===== src/rtl/bp_slot_alloc.sv =====
module bp_slot_alloc #(
  parameter int AW   = 32,
  parameter int CNTW = 8
) (
  input  logic          clk,
  input  logic          rst_n,
  input  logic          req_valid,
  output logic          req_ready,
  input  logic [1:0]    req_op,
  input  logic [AW-1:0] req_addr,
  input  logic [3:0]    req_code,
  output logic          rsp_valid,
  output logic          rsp_ok,
  output logic [1:0]    rsp_slot,
  output logic          addr_we,
  output logic [1:0]    addr_wsel,
  output logic [AW-1:0] addr_wdata,
  output logic          ctrl_we,
  output logic [31:0]   ctrl_image
);
  localparam int NS = 4;
  localparam logic [31:0] RSVD = 32'h0000_FC00;
  localparam logic [CNTW-1:0] CMAX = '1;
  localparam logic [CNTW-1:0] CONE = CNTW'(1);

  logic [AW-1:0]   s_addr [NS];
  logic [CNTW-1:0] s_cnt  [NS];
  logic [NS-1:0]   occ, hit;
  logic            hit_any, vac_any, fire;
  logic [1:0]      hit_idx, vac_idx;
  logic [31:0]     ctrl_alloc, ctrl_free;

  assign req_ready = 1'b1;
  assign fire      = req_valid && req_ready;

  for (genvar g = 0; g < NS; g++) begin : g_slot
    assign occ[g] = |ctrl_image[2*g +: 2];
    assign hit[g] = occ[g] && (s_addr[g] == req_addr) &&
                    (ctrl_image[16+4*g +: 4] == req_code);
  end

  always_comb begin
    hit_any = 1'b0; hit_idx = 2'd0;
    vac_any = 1'b0; vac_idx = 2'd0;
    for (int i = NS-1; i >= 0; i--) begin
      if (hit[i])  begin hit_any = 1'b1; hit_idx = 2'(i); end
      if (!occ[i]) begin vac_any = 1'b1; vac_idx = 2'(i); end
    end
  end

  always_comb begin
    ctrl_alloc = ctrl_image;
    ctrl_alloc[16+4*vac_idx +: 4] = req_code;
    ctrl_alloc[2*vac_idx] = 1'b1;
    ctrl_alloc[8] = 1'b1;
    ctrl_alloc = ctrl_alloc & ~RSVD;
    ctrl_free = ctrl_image;
    ctrl_free[2*hit_idx +: 2] = 2'b00;
  end

  always_ff @(posedge clk or negedge rst_n) begin
    if (!rst_n) begin
      for (int i = 0; i < NS; i++) begin
        s_addr[i] <= '0;
        s_cnt[i]  <= '0;
      end
      ctrl_image <= '0;
      rsp_valid  <= 1'b0;
      rsp_ok     <= 1'b0;
      rsp_slot   <= 2'd0;
      addr_we    <= 1'b0;
      addr_wsel  <= 2'd0;
      addr_wdata <= '0;
      ctrl_we    <= 1'b0;
    end else begin
      rsp_valid <= 1'b0;
      addr_we   <= 1'b0;
      ctrl_we   <= 1'b0;
      if (fire) begin
        rsp_valid <= 1'b1;
        rsp_ok    <= 1'b0;
        rsp_slot  <= 2'd0;
        case (req_op)
          2'd0: begin
            if (hit_any) begin
              if (s_cnt[hit_idx] != CMAX) s_cnt[hit_idx] <= s_cnt[hit_idx] + CONE;
              rsp_ok   <= 1'b1;
              rsp_slot <= hit_idx;
            end else if (vac_any) begin
              s_addr[vac_idx] <= req_addr;
              s_cnt[vac_idx]  <= CONE;
              ctrl_image      <= ctrl_alloc;
              ctrl_we         <= 1'b1;
              addr_we         <= 1'b1;
              addr_wsel       <= vac_idx;
              addr_wdata      <= req_addr;
              rsp_ok          <= 1'b1;
              rsp_slot        <= vac_idx;
            end
          end
          2'd1: begin
            if (hit_any) begin
              rsp_ok   <= 1'b1;
              rsp_slot <= hit_idx;
              if (s_cnt[hit_idx] == CONE) begin
                s_cnt[hit_idx]  <= '0;
                s_addr[hit_idx] <= '0;
                ctrl_image      <= ctrl_free;
                ctrl_we         <= 1'b1;
                addr_we         <= 1'b1;
                addr_wsel       <= hit_idx;
                addr_wdata      <= '0;
              end else begin
                s_cnt[hit_idx] <= s_cnt[hit_idx] - CONE;
              end
            end
          end
          2'd2: begin
            for (int i = 0; i < NS; i++) begin
              s_addr[i] <= '0;
              s_cnt[i]  <= '0;
            end
            ctrl_image <= '0;
            rsp_ok     <= 1'b1;
          end
          default: ;
        endcase
      end
    end
  end
endmodule


===== config.mk =====
export PLATFORM = sky130hd
export DESIGN_NAME = bp_slot_alloc
export DESIGN_NICKNAME = d
export VERILOG_FILES = /design/src/rtl/bp_slot_alloc.sv
export SDC_FILE = /design/constraint.sdc
export NUM_CORES = 1
export LEC_CHECK = 0
export BUFFER_PORTS_ARGS = -buffer_cell sky130_fd_sc_hd__clkbuf_2
export CAP_MARGIN = 20
export CORE_UTILIZATION = 41
export DETAILED_ROUTE_END_ITERATION = 8
export PLACE_DENSITY = 0.59
export SLEW_MARGIN = 5
export SYNTH_ARGS = -nofsm -noshare
export SYNTH_HDL_FRONTEND = slang
export SYNTH_SLANG_ARGS = --single-unit

===== constraint.sdc =====
create_clock -name clk -period 3.7 [get_ports clk]
set_clock_uncertainty 0.15 [all_clocks]
set_input_delay 0.185 -clock clk [delete_from_list [all_inputs] [get_ports clk]]
set_output_delay 0.185 -clock clk [all_outputs]
set_load 0.02 [all_outputs]

==> flow_summary.toml, run 1 <==
[outcome]
status = "complete, but fails checks"
violations = "setup timing"

[sta]
holdWs_ns = 0.0194
setup_violations = 219
tightest_slew_ns = 0.863
hold_viol_final = 0
fin_crit_ns = 4.19
rsz0062_at_grt = "yes"
slew_headroom_pct = 42.4
finalCritPeriodShare_pct = 113
finalWorstSetupSlack_ns = -0.486
slew_viol_final = 0
fmax_mhz = 239

[synthesis]
seq_area_frac_synth_pct = 46.9
ys_warn_count = 0
post-synth-top-count-cell = "dfrtp_1"
synth_commonest_cells = "231 x dfrtp_1, 183 x a22o_1, 103 x xor2_1"
synth_area_sq_mm = 0.0123
yosys.area.top_type_share_pct = 46.9
synth_ff_type = "dfrtp_1"
netlist_top_cells_area = "dfrtp_1 47%, a22o_1 13%, xor2_1 7.3%"
yosysTopAreaCell = "dfrtp_1"
avgSynthCellArea_sq_um = 10.7
synth_edf_count = 0
synthDistinctLibCells = 72
synth_cells = 1153
synth_nets = 1209
async_flop_share_pct = 100
synth_seq_cells = 231

[global_routing]
grt_overflow = 0
grt_usage_pct = 31.8
grt_max_degree = 94
grt_pass1_vias = 11800
antenna_found_initial = 0
grt_pass1_wl_microns = 73600

[floorplanning]
coreArea_sq_mm = 0.0296
dieArea_sq_mm = 0.0307
die_w_microns = 175
initial_core_util_pct = 41.6
rows = 63
fp.dieH_microns = 175
io_pins = 114

[flow_run]
maxCapViolCount = 0

[critical_path]
reg2reg_depth = 19
worst-setup-path-type = "flop to flop"
crit_required_ns = 3.98
startpoint_type = "flop"
crit_path_end_kind = "flop"
critPathArrivalTime_ns = 4.47
crit_fanout = 33

[clock_tree]
clock_path_buffers = 3
clkTransAtPathRegs_ns = 0.06
cts_max_level = 1
clock-root-buffer = "clkbuf_16"
clk_latency_ns = 0.56
numClockSinks = 231
cts_tree = "yes"
numCtsBuffers = 28

[routing]
dr.first_iter.drc_count = 1046
vias_per_cell = 5.97
dr.pass1.iters = 5
routed_wl_microns = 49700
ant_nets = 0
routedWlPerCell_microns = 24.6
drc = 0
num_vias = 12100

[place]
place.gp.congestion = 1.00
post-place-ws_ns = -0.790
dp_hpwl_microns = 33800
postPlaceCellArea_sq_mm = 0.0156
port-buffer-count = 112

[pwr]
combPwrFrac_pct = 40.6
switchingPower_mw = 3.94
irDropWorstVdd_v = 0.000464
seqPwrFrac_pct = 32.1
p_int_mw = 7.20
pwr-share-clk_pct = 27.3
p_leak_nw = 8.77
p_total_mw = 11.1
power_density_mw_per_mm2 = 606
sw_frac_of_total_pct = 35.4

[cells_and_area]
drive_gt1_share_pct = 41.3
final_nets = 1667
fin_area_sq_mm = 0.0184
antenna_cells = 0
seq_area_sq_mm = 0.00579
nFillCells = 2448
utilization_pct = 62.1
multiInputGateArea_sq_mm = 0.00679
syn_to_final_growth_pct = 49.3

[worst_hold_path]
min_path_cells = 3
hold_path.class = "primary input to flop"
[kinds of logic after synthesis]
group	share of synthesized area, %
compound gates	21.4
simple gates	13.8
flops	46.9
xor+xnor	11.2
buf+inv	4.70
fa+ha+maj	1.52
mux	0.447
other cells	0.0304
[timing repair]
action	4_1_cts	5_1_grt
setup buffers	16	17
endpoints found under the setup margin	220	219
endpoints found under the hold margin	196	0
cloned	3	4
pin swaps	40	45
resized for setup	70	105
hold buffers	47	0
[critical path, cell delays in order (launching register included)]
cell	delay [ns]
dfrtp_1	0.39
xor2_1	0.23
buf_4	0.19
nor4_1	0.32
nand3_1	0.21
nor4_2	0.20
buf_4	0.16
o31ai_4	0.10
buf_4	0.18
a22oi_2	0.21
nand2_2	0.11
nor4_4	0.36
nand2_4	0.13
buf_12	0.15
buf_4	0.12
nor3_2	0.13
buf_4	0.14
o21ai_4	0.06
buf_12	0.18
a22o_1	0.26
[routing by layer]
metal / vias up / wire length [microns] / GRT usage, %
met1: 6128 / 22000 / 47.4
met2: 602 / 21500 / 46.3
met5: - / 0 / 0
met4: 0 / 1650 / 10.1
met3: 121 / 4550 / 5.84
li1: 5217 / - / -
[final cells by class]
cell class	count	area share [%]
Clock inverter	13	1.16
Tap cell	390	2.65
Sequential cell	231	31.5
Multi-Input combinational cell	810	36.9
Clock buffer	39	4.41
Timing Repair Buffer	522	23.0
Inverter	18	0.367
[per-stage QoR]
| step | std cells | TNS [ns] |
|---|---|---|
| after CTS | 2003 | -64.51 |
| after global placement | 1887 | -145.44 |
| after global routing | 2023 | -110.02 |
| after detailed placement | 1887 | -153.62 |
| after floorplan | 1153 | -0.879 |
| final | 2023 | -87.26 |
[worst paths after layout]
check                                    start             end  slack, ns
worst max register to register            flop  addr_wdata[15]      -0.49
worst max-delay path                      flop  addr_wdata[15]      -0.49
min in group asynchronous                rst_n  addr_wdata[17]       0.09
worst min register to register  addr_wdata[17]  addr_wdata[17]       0.35
max in group asynchronous                rst_n       async pin       2.39
worst min-delay path               req_addr[5]            flop       0.02
[power groups by stage]
stage / clock network (mW) / registers [mW] / logic, mW
finish: 3.04 / 3.58 / 4.52
global route: 3.17 / 3.64 / 4.78
floorplan: 0 / 3.68 / 1.92
detailed placement: 0 / 3.58 / 4.00
CTS: 3.07 / 3.56 / 4.23
global placement: 0 / 3.57 / 3.98
[placed cells by master, fill, tap and decap left out, drive strengths merged, types with 45 or more instances in the layout]
| master | instances |
|---|---|
| buf | 360 |
| dfrtp | 231 |
| a22o | 183 |
| clkbuf | 154 |
| xor2 | 103 |
| nand2 | 68 |
| xnor2 | 54 |
| nor4 | 50 |
| nor2 | 46 |
| dlygate4sd3 | 45 |
Note: power is estimated with default switching activity, not from simulation.
==> run 2: changes to the inputs <==
- CORE_ASPECT_RATIO: unset -> 0.75
==> run 2 against run 1 <==
Net effect:
- the run still ends with setup timing left
- sequential share of layout area up 0.62 points
- sequential power hardly changed
- critical path depth shrank 2
- design area down 1.9%
- hold slack got worse by 0.0070 ns
- combinational power is 3% higher
- final cell count shrank 0.49%
- utilization down 0.53 points
- setup slack gained 0.013 ns
- critical path type unchanged
- largest cell class unchanged
==> flow_summary.toml, run 2 (same netlist as run 1, synthesis figures left out) <==
[place]
port-buffer-count = 112
postPlaceCellArea_sq_mm = 0.0157
place.gp.congestion = 0.999
dp_hpwl_microns = 35900
post-place-ws_ns = -0.560

[cells_and_area]
antenna_cells = 0
final_cell_mix = "317 x buf_4, 223 x dfrtp_1, 183 x a22o_1"
seq_area_sq_mm = 0.00579
nFillCells = 2423
fin_area_sq_mm = 0.0180
multiInputGateArea_sq_mm = 0.00659
final_common_cell = "buf_4"
drive_gt1_share_pct = 39.4
final_nets = 1660
syn_to_final_growth_pct = 46.5

[clock_tree]
clkTransAtPathRegs_ns = 0.06
clock-root-buffer = "clkbuf_16"
clock_path_buffers = 3
cts_tree = "yes"
numCtsBuffers = 26
cts_max_level = 1
numClockSinks = 231
clk_latency_ns = 0.55

[routing]
vias_per_cell = 6.01
routedWlPerCell_microns = 25.5
dr.pass1.iters = 5
dr.first_iter.drc_count = 1530
routed_wl_microns = 51300
num_vias = 12100
drc = 0
ant_nets = 0

[floorplanning]
rows = 54
io_pins = 114
coreArea_sq_mm = 0.0293
fp.dieH_microns = 152
initial_core_util_pct = 42.0
die_w_microns = 202
dieArea_sq_mm = 0.0308

[pwr]
p_int_mw = 7.05
seqPwrFrac_pct = 32.6
power_density_mw_per_mm2 = 612
sw_frac_of_total_pct = 36.2
combPwrFrac_pct = 42.2
p_leak_nw = 8.69
irDropWorstVdd_v = 0.000280
pwr-share-clk_pct = 25.1
switchingPower_mw = 4.00

[global_routing]
grt_max_degree = 112
antenna_found_initial = 0
grt_pass1_vias = 11800
grt_usage_pct = 32.6
grt_overflow = 0
grt_pass1_wl_microns = 75500

[sta]
slew_headroom_pct = 37.6
finalWorstSetupSlack_ns = -0.473
rsz0062_at_grt = "yes"
holdWs_ns = 0.0124
tightest_slew_ns = 0.935
fin_crit_ns = 4.17
hold_viol_final = 0
slew_viol_final = 0
finalCritPeriodShare_pct = 113
setup_violations = 219
fmax_mhz = 240

[outcome]
status = "complete, but fails checks"
violations = "setup timing"

[critical_path]
startpoint_type = "flop"
crit_fanout = 5
worst-setup-path-type = "flop to flop"
crit_required_ns = 3.98
critPathArrivalTime_ns = 4.46
crit_path_end_kind = "flop"

[flow_run]
maxCapViolCount = 0

[worst_hold_path]
hold_path.class = "primary input to flop"
[run 2: cell count changes in the layout (fill, tap and decap cells not counted), sizes merged]
| cell | previous run | this run |
|---|---|---|
| dlygate4sd3 | 45 | 34 |
| clkbuf | 154 | 151 |
| dlymetal6s4s | 2 | 0 |
| buf | 360 | 370 |
| clkinv | 8 | 4 |
| bufinv | 5 | 3 |
[run 2: final timing paths]
check	start	depth (start not counted)	endpoint	slack, ns
max	flop	17	flop	-0.47
min	req_op[1]	4	flop	0.01
max reg2reg	flop	17	flop	-0.47
min reg2reg	flop	2	flop	0.33
max in group asynchronous	rst_n	3	async pin	2.32
min in group asynchronous	rst_n	2	addr_wdata[11]	0.16
[run 2: layout make-up]
type / instances / area share, %
tap: 392 / 2.72
timing repair buffer: 517 / 23.3
sequential: 231 / 32.1
clock inverter: 7 / 0.631
inverter: 18 / 0.374
clock buffer: 38 / 4.36
multi-input combinational: 810 / 36.5
[run 2: metrics by stage]
step	util [%]	setup TNS, ns	power (mW)	std cells
6_report	61.5	-80.80	11.1	2013
5_1_grt	61.5	-102.73	11.4	2013
3_5_place_dp	53.7	-89.47	7.68	1894
2_1_floorplan	-	-0.879	5.61	1153
3_3_place_gp	53.7	-100.92	7.64	1894
4_1_cts	60.1	-56.25	10.8	1993
[run 2: metal layers]
layer,global-route usage [%],vias up,part of all wire (%)
li1,-,5217,-
met1,50.7,6049,46
met2,42.4,763,39
met3,11.6,77,14
met4,6.91,0,2.0
met5,0,-,0
[run 2: power groups by stage]
| stage | clock (mW) | sequential (mW) | combinational [mW] |
|---|---|---|---|
| finish | 2.78 | 3.61 | 4.67 |
| global route | 2.89 | 3.66 | 4.90 |
| CTS | 2.79 | 3.58 | 4.41 |
| detailed placement | 0 | 3.61 | 4.07 |
| global placement | 0 | 3.60 | 4.04 |
| floorplan | 0 | 3.68 | 1.92 |
[run 2: what timing repair did]
action / 4_1_cts / 5_1_grt
hold buffers: 34 / 0
resized for setup: 83 / 45
hold endpoints to repair: 157 / 0
gates cloned: 3 / 4
pin swaps: 40 / 37
endpoints found under the setup margin: 219 / 220
setup buffers: 18 / 16
[run 2: critical path: stages, from the launching register on]
cell and delay (ns):
dfrtp_1 0.39, xor2_1 0.22, buf_4 0.19, nor4_2 0.44
nand4_1 0.22, nor3_4 0.28, o31ai_4 0.14, a22o_1 0.27
o21bai_4 0.19, buf_6 0.14, ha_4 0.15, nand4_1 0.14
buf_4 0.14, o21bai_4 0.08, buf_6 0.14, buf_16 0.14
or4_4 0.54, o311ai_4 0.10
==> run 3: changes to the inputs <==
- ABC_AREA: unset -> 1
- PLACE_DENSITY: 0.59 -> 0.58
==> run 3 against run 2 <==
Net effect:
- the flow now finishes without violations
- fmax is 14% higher
- sequential share of layout area fell by 3.7 points
- via count increased by 47%
- critical path depth is 6 higher
- design area up 13%
- first-iteration DRC count increased by 74%
- wire length rose by 43%
- count of clock-buffer cells in the layout fell by 6
- global-route usage increased by 5.3 points
- power down 0.95%
- sequential cell count unchanged
- die area rose by 22%
- largest cell class unchanged
- largest power group unchanged
- highest routed layer unchanged
==> flow_summary.toml, run 3 <==
[synthesis]
netlist_top_cells_area = "dfrtp_1 38%, nand2_1 21%, inv_1 6.7%"
avgSynthCellArea_sq_um = 6.70
seq_area_frac_synth_pct = 38.4
ys_warn_count = 0
synth_edf_count = 0
synth_cells = 2244
async_flop_share_pct = 100
synth_seq_cells = 231
synth_nets = 2300
synthDistinctLibCells = 50
synth_ff_type = "dfrtp_1"
synth_area_sq_mm = 0.0150
post-synth-top-count-cell = "nand2_1"
synth_commonest_cells = "839 x nand2_1, 270 x inv_1, 231 x dfrtp_1"
yosysTopAreaCell = "dfrtp_1"
yosys.area.top_type_share_pct = 38.4

[sta]
hold_viol_final = 0
slew_viol_final = 0
finalWorstSetupSlack_ns = 0.0359
fmax_mhz = 273
slew_headroom_pct = 45.6
fin_crit_ns = 3.66
tightest_slew_ns = 0.816
finalCritPeriodShare_pct = 99.0
setup_violations = 0

[clock_tree]
cts_tree = "yes"
clk_latency_ns = 0.57
numClockSinks = 231
clkTransAtPathRegs_ns = 0.06
numCtsBuffers = 27
cts_max_level = 1
clock_path_buffers = 3
clock-root-buffer = "clkbuf_16"

[place]
post-place-ws_ns = -0.311
port-buffer-count = 112
place.gp.congestion = 1.07
dp_hpwl_microns = 53100

[cells_and_area]
final_cell_mix = "788 x nand2_1, 266 x inv_1, 233 x buf_4"
final_nets = 2679
syn_to_final_growth_pct = 35.2
nFillCells = 3509
utilization_pct = 56.6
final_common_cell = "nand2_1"
drive_gt1_share_pct = 23.4
seq_area_sq_mm = 0.00578
multiInputGateArea_sq_mm = 0.00824

[routing]
vias_per_cell = 5.73
num_vias = 17800
routedWlPerCell_microns = 23.6
drc = 0
dr.pass1.iters = 6
dr.first_iter.drc_count = 2662
routed_wl_microns = 73500
ant_nets = 0

[critical_path]
path_cells = "xnor2_1, buf_4, nand2_1, nor2_2, buf_4, nand4_1, nor2_4, nor2_4, clkbuf_16, nand3_1, nand2_1, nor2_1, nand2_1, buf_4, inv_1, nand3_2, o21ai_2, nand2_2, buf_6, nand2_2, clkinvlp_4, o21ai_1, o21ai_1"
r2r_slack_ns = 0.04
crit_required_ns = 4.00
startpoint_type = "flop"
crit_path_end_kind = "flop"
worst_path_max_delay_cell = "dfrtp_1"
crit_fanout = 8
slowest_delay_ns = 0.40
worst-setup-path-type = "flop to flop"
critPathArrivalTime_ns = 3.97
reg2reg_depth = 23

[worst_hold_path]
min_path_cells = 5
hold_path.class = "primary input to flop"

[pwr]
p_leak_nw = 10.2
irDropWorstVdd_v = 0.000395
power_density_mw_per_mm2 = 538

[floorplanning]
die_w_microns = 223
initial_core_util_pct = 41.8
dieArea_sq_mm = 0.0375
rows = 60
fp.dieH_microns = 168
io_pins = 114
coreArea_sq_mm = 0.0360

[flow_run]
maxCapViolCount = 0

[global_routing]
antenna_found_initial = 0
grt_usage_pct = 37.9
grt_pass1_vias = 16300
grt_max_degree = 102
grt_pass1_wl_microns = 105000
grt_overflow = 0

[outcome]
status = "finished clean"
[run 3: changes by cell type in the layout (fill, tap and decap cells not counted), moves of 35 or more]
| cell | before | now |
|---|---|---|
| nand3_1 | 19 | 76 |
| inv_2 | 0 | 35 |
| a22o_1 | 183 | 0 |
| o21ai_0 | 17 | 95 |
| inv_1 | 17 | 266 |
| buf_4 | 317 | 233 |
| nand2_2 | 5 | 51 |
| o32ai_1 | 3 | 66 |
| nor2_1 | 39 | 158 |
| nand2_1 | 62 | 788 |
| xor2_1 | 101 | 3 |
| o22ai_1 | 4 | 73 |
| o21ai_1 | 5 | 66 |
[run 3: layout make-up]
class                      instances  share of cell area (%)
sequential                       231                    28.4
multi-input combinational       1632                    40.5
antenna                            2                  0.0246
tap                              465                    2.86
clock inverter                    18                    1.40
inverter                         309                    5.80
clock buffer                      32                    3.56
timing repair buffer             422                    17.4
[run 3: per-layer routing]
layer | wire, microns | share of wire, % | GRT usage, % | vias to the layer above
li1 | - | - | - | 8033
met1 | 34400 | 47 | 60.5 | 8579
met2 | 28300 | 39 | 51.4 | 1075
met3 | 9070 | 12 | 7.96 | 124
met4 | 1700 | 2.3 | 7.50 | 0
met5 | 0 | 0 | 0 | -
[run 3: stage by stage]
step / power [mW] / hold WS, ns / TNS (ns) / cell area [sq um] / instances
CTS: 10.6 / 0.0344 / 0 / 19500 / 3087
floorplan: 5.48 / -0.261 / 0 / 15000 / 2244
finish: 10.9 / 0.0524 / 0 / 20300 / 3111
detailed placement: 7.38 / 0.160 / -47.69 / 17900 / 2989
global placement: 7.34 / 0.151 / -53.25 / 17900 / 2989
global route: 11.4 / 0.0947 / -5.97 / 20300 / 3109
[run 3: worst min-delay path by stage]
stage | start | endpoint | slack (ns)
2_1_floorplan | rst_n | async pin | -0.26
3_3_place_gp | rst_n | addr_wdata[7] | 0.15
3_5_place_dp | rst_n | addr_wdata[8] | 0.16
4_1_cts | req_addr[24] | flop | 0.03
5_1_grt | req_addr[24] | flop | 0.09
6_report | req_addr[24] | addr_wdata[24] | 0.05
[run 3: what timing repair did]
action	4_1_cts	5_1_grt
pin swaps	7	36
hold buffers	40	0
cloned	2	10
resized for setup	24	156
hold endpoints to repair	211	0
buffers inserted	6	14
setup endpoints to repair	211	213
[run 3: cell families (layout without fill, tap and decap cells)]
kind of cell,after synthesis,count (layout),synth area share (%)
and+or+nand+nor,1244,1244,34.2
buffers and inverters,381,781,10.2
AOI/OAI and AO/OA,347,347,14.4
DFF,231,231,38.4
xor gates and xnor gates,25,25,1.46
adders and majority gates,15,15,1.25
other,1,3,0.0249
[run 3: power breakdown]
group / switching (mW) / leakage (nW) / total, mW / internal (mW)
registers: 0.358 / 3.07 / 3.39 / 3.03
logic: 2.90 / 6.68 / 4.45 / 1.54
clock network: 1.22 / 0.493 / 3.11 / 1.89
total: 4.48 / 10.2 / 10.9 / 6.47
[run 3: critical path: cells and delay by family (launching register included)]
kind	cells	cell delay, ns
simple gates	12	1.43
buf+inv	7	1.02
xor+xnor	1	0.15
flops	1	0.40
compound gates	3	0.39
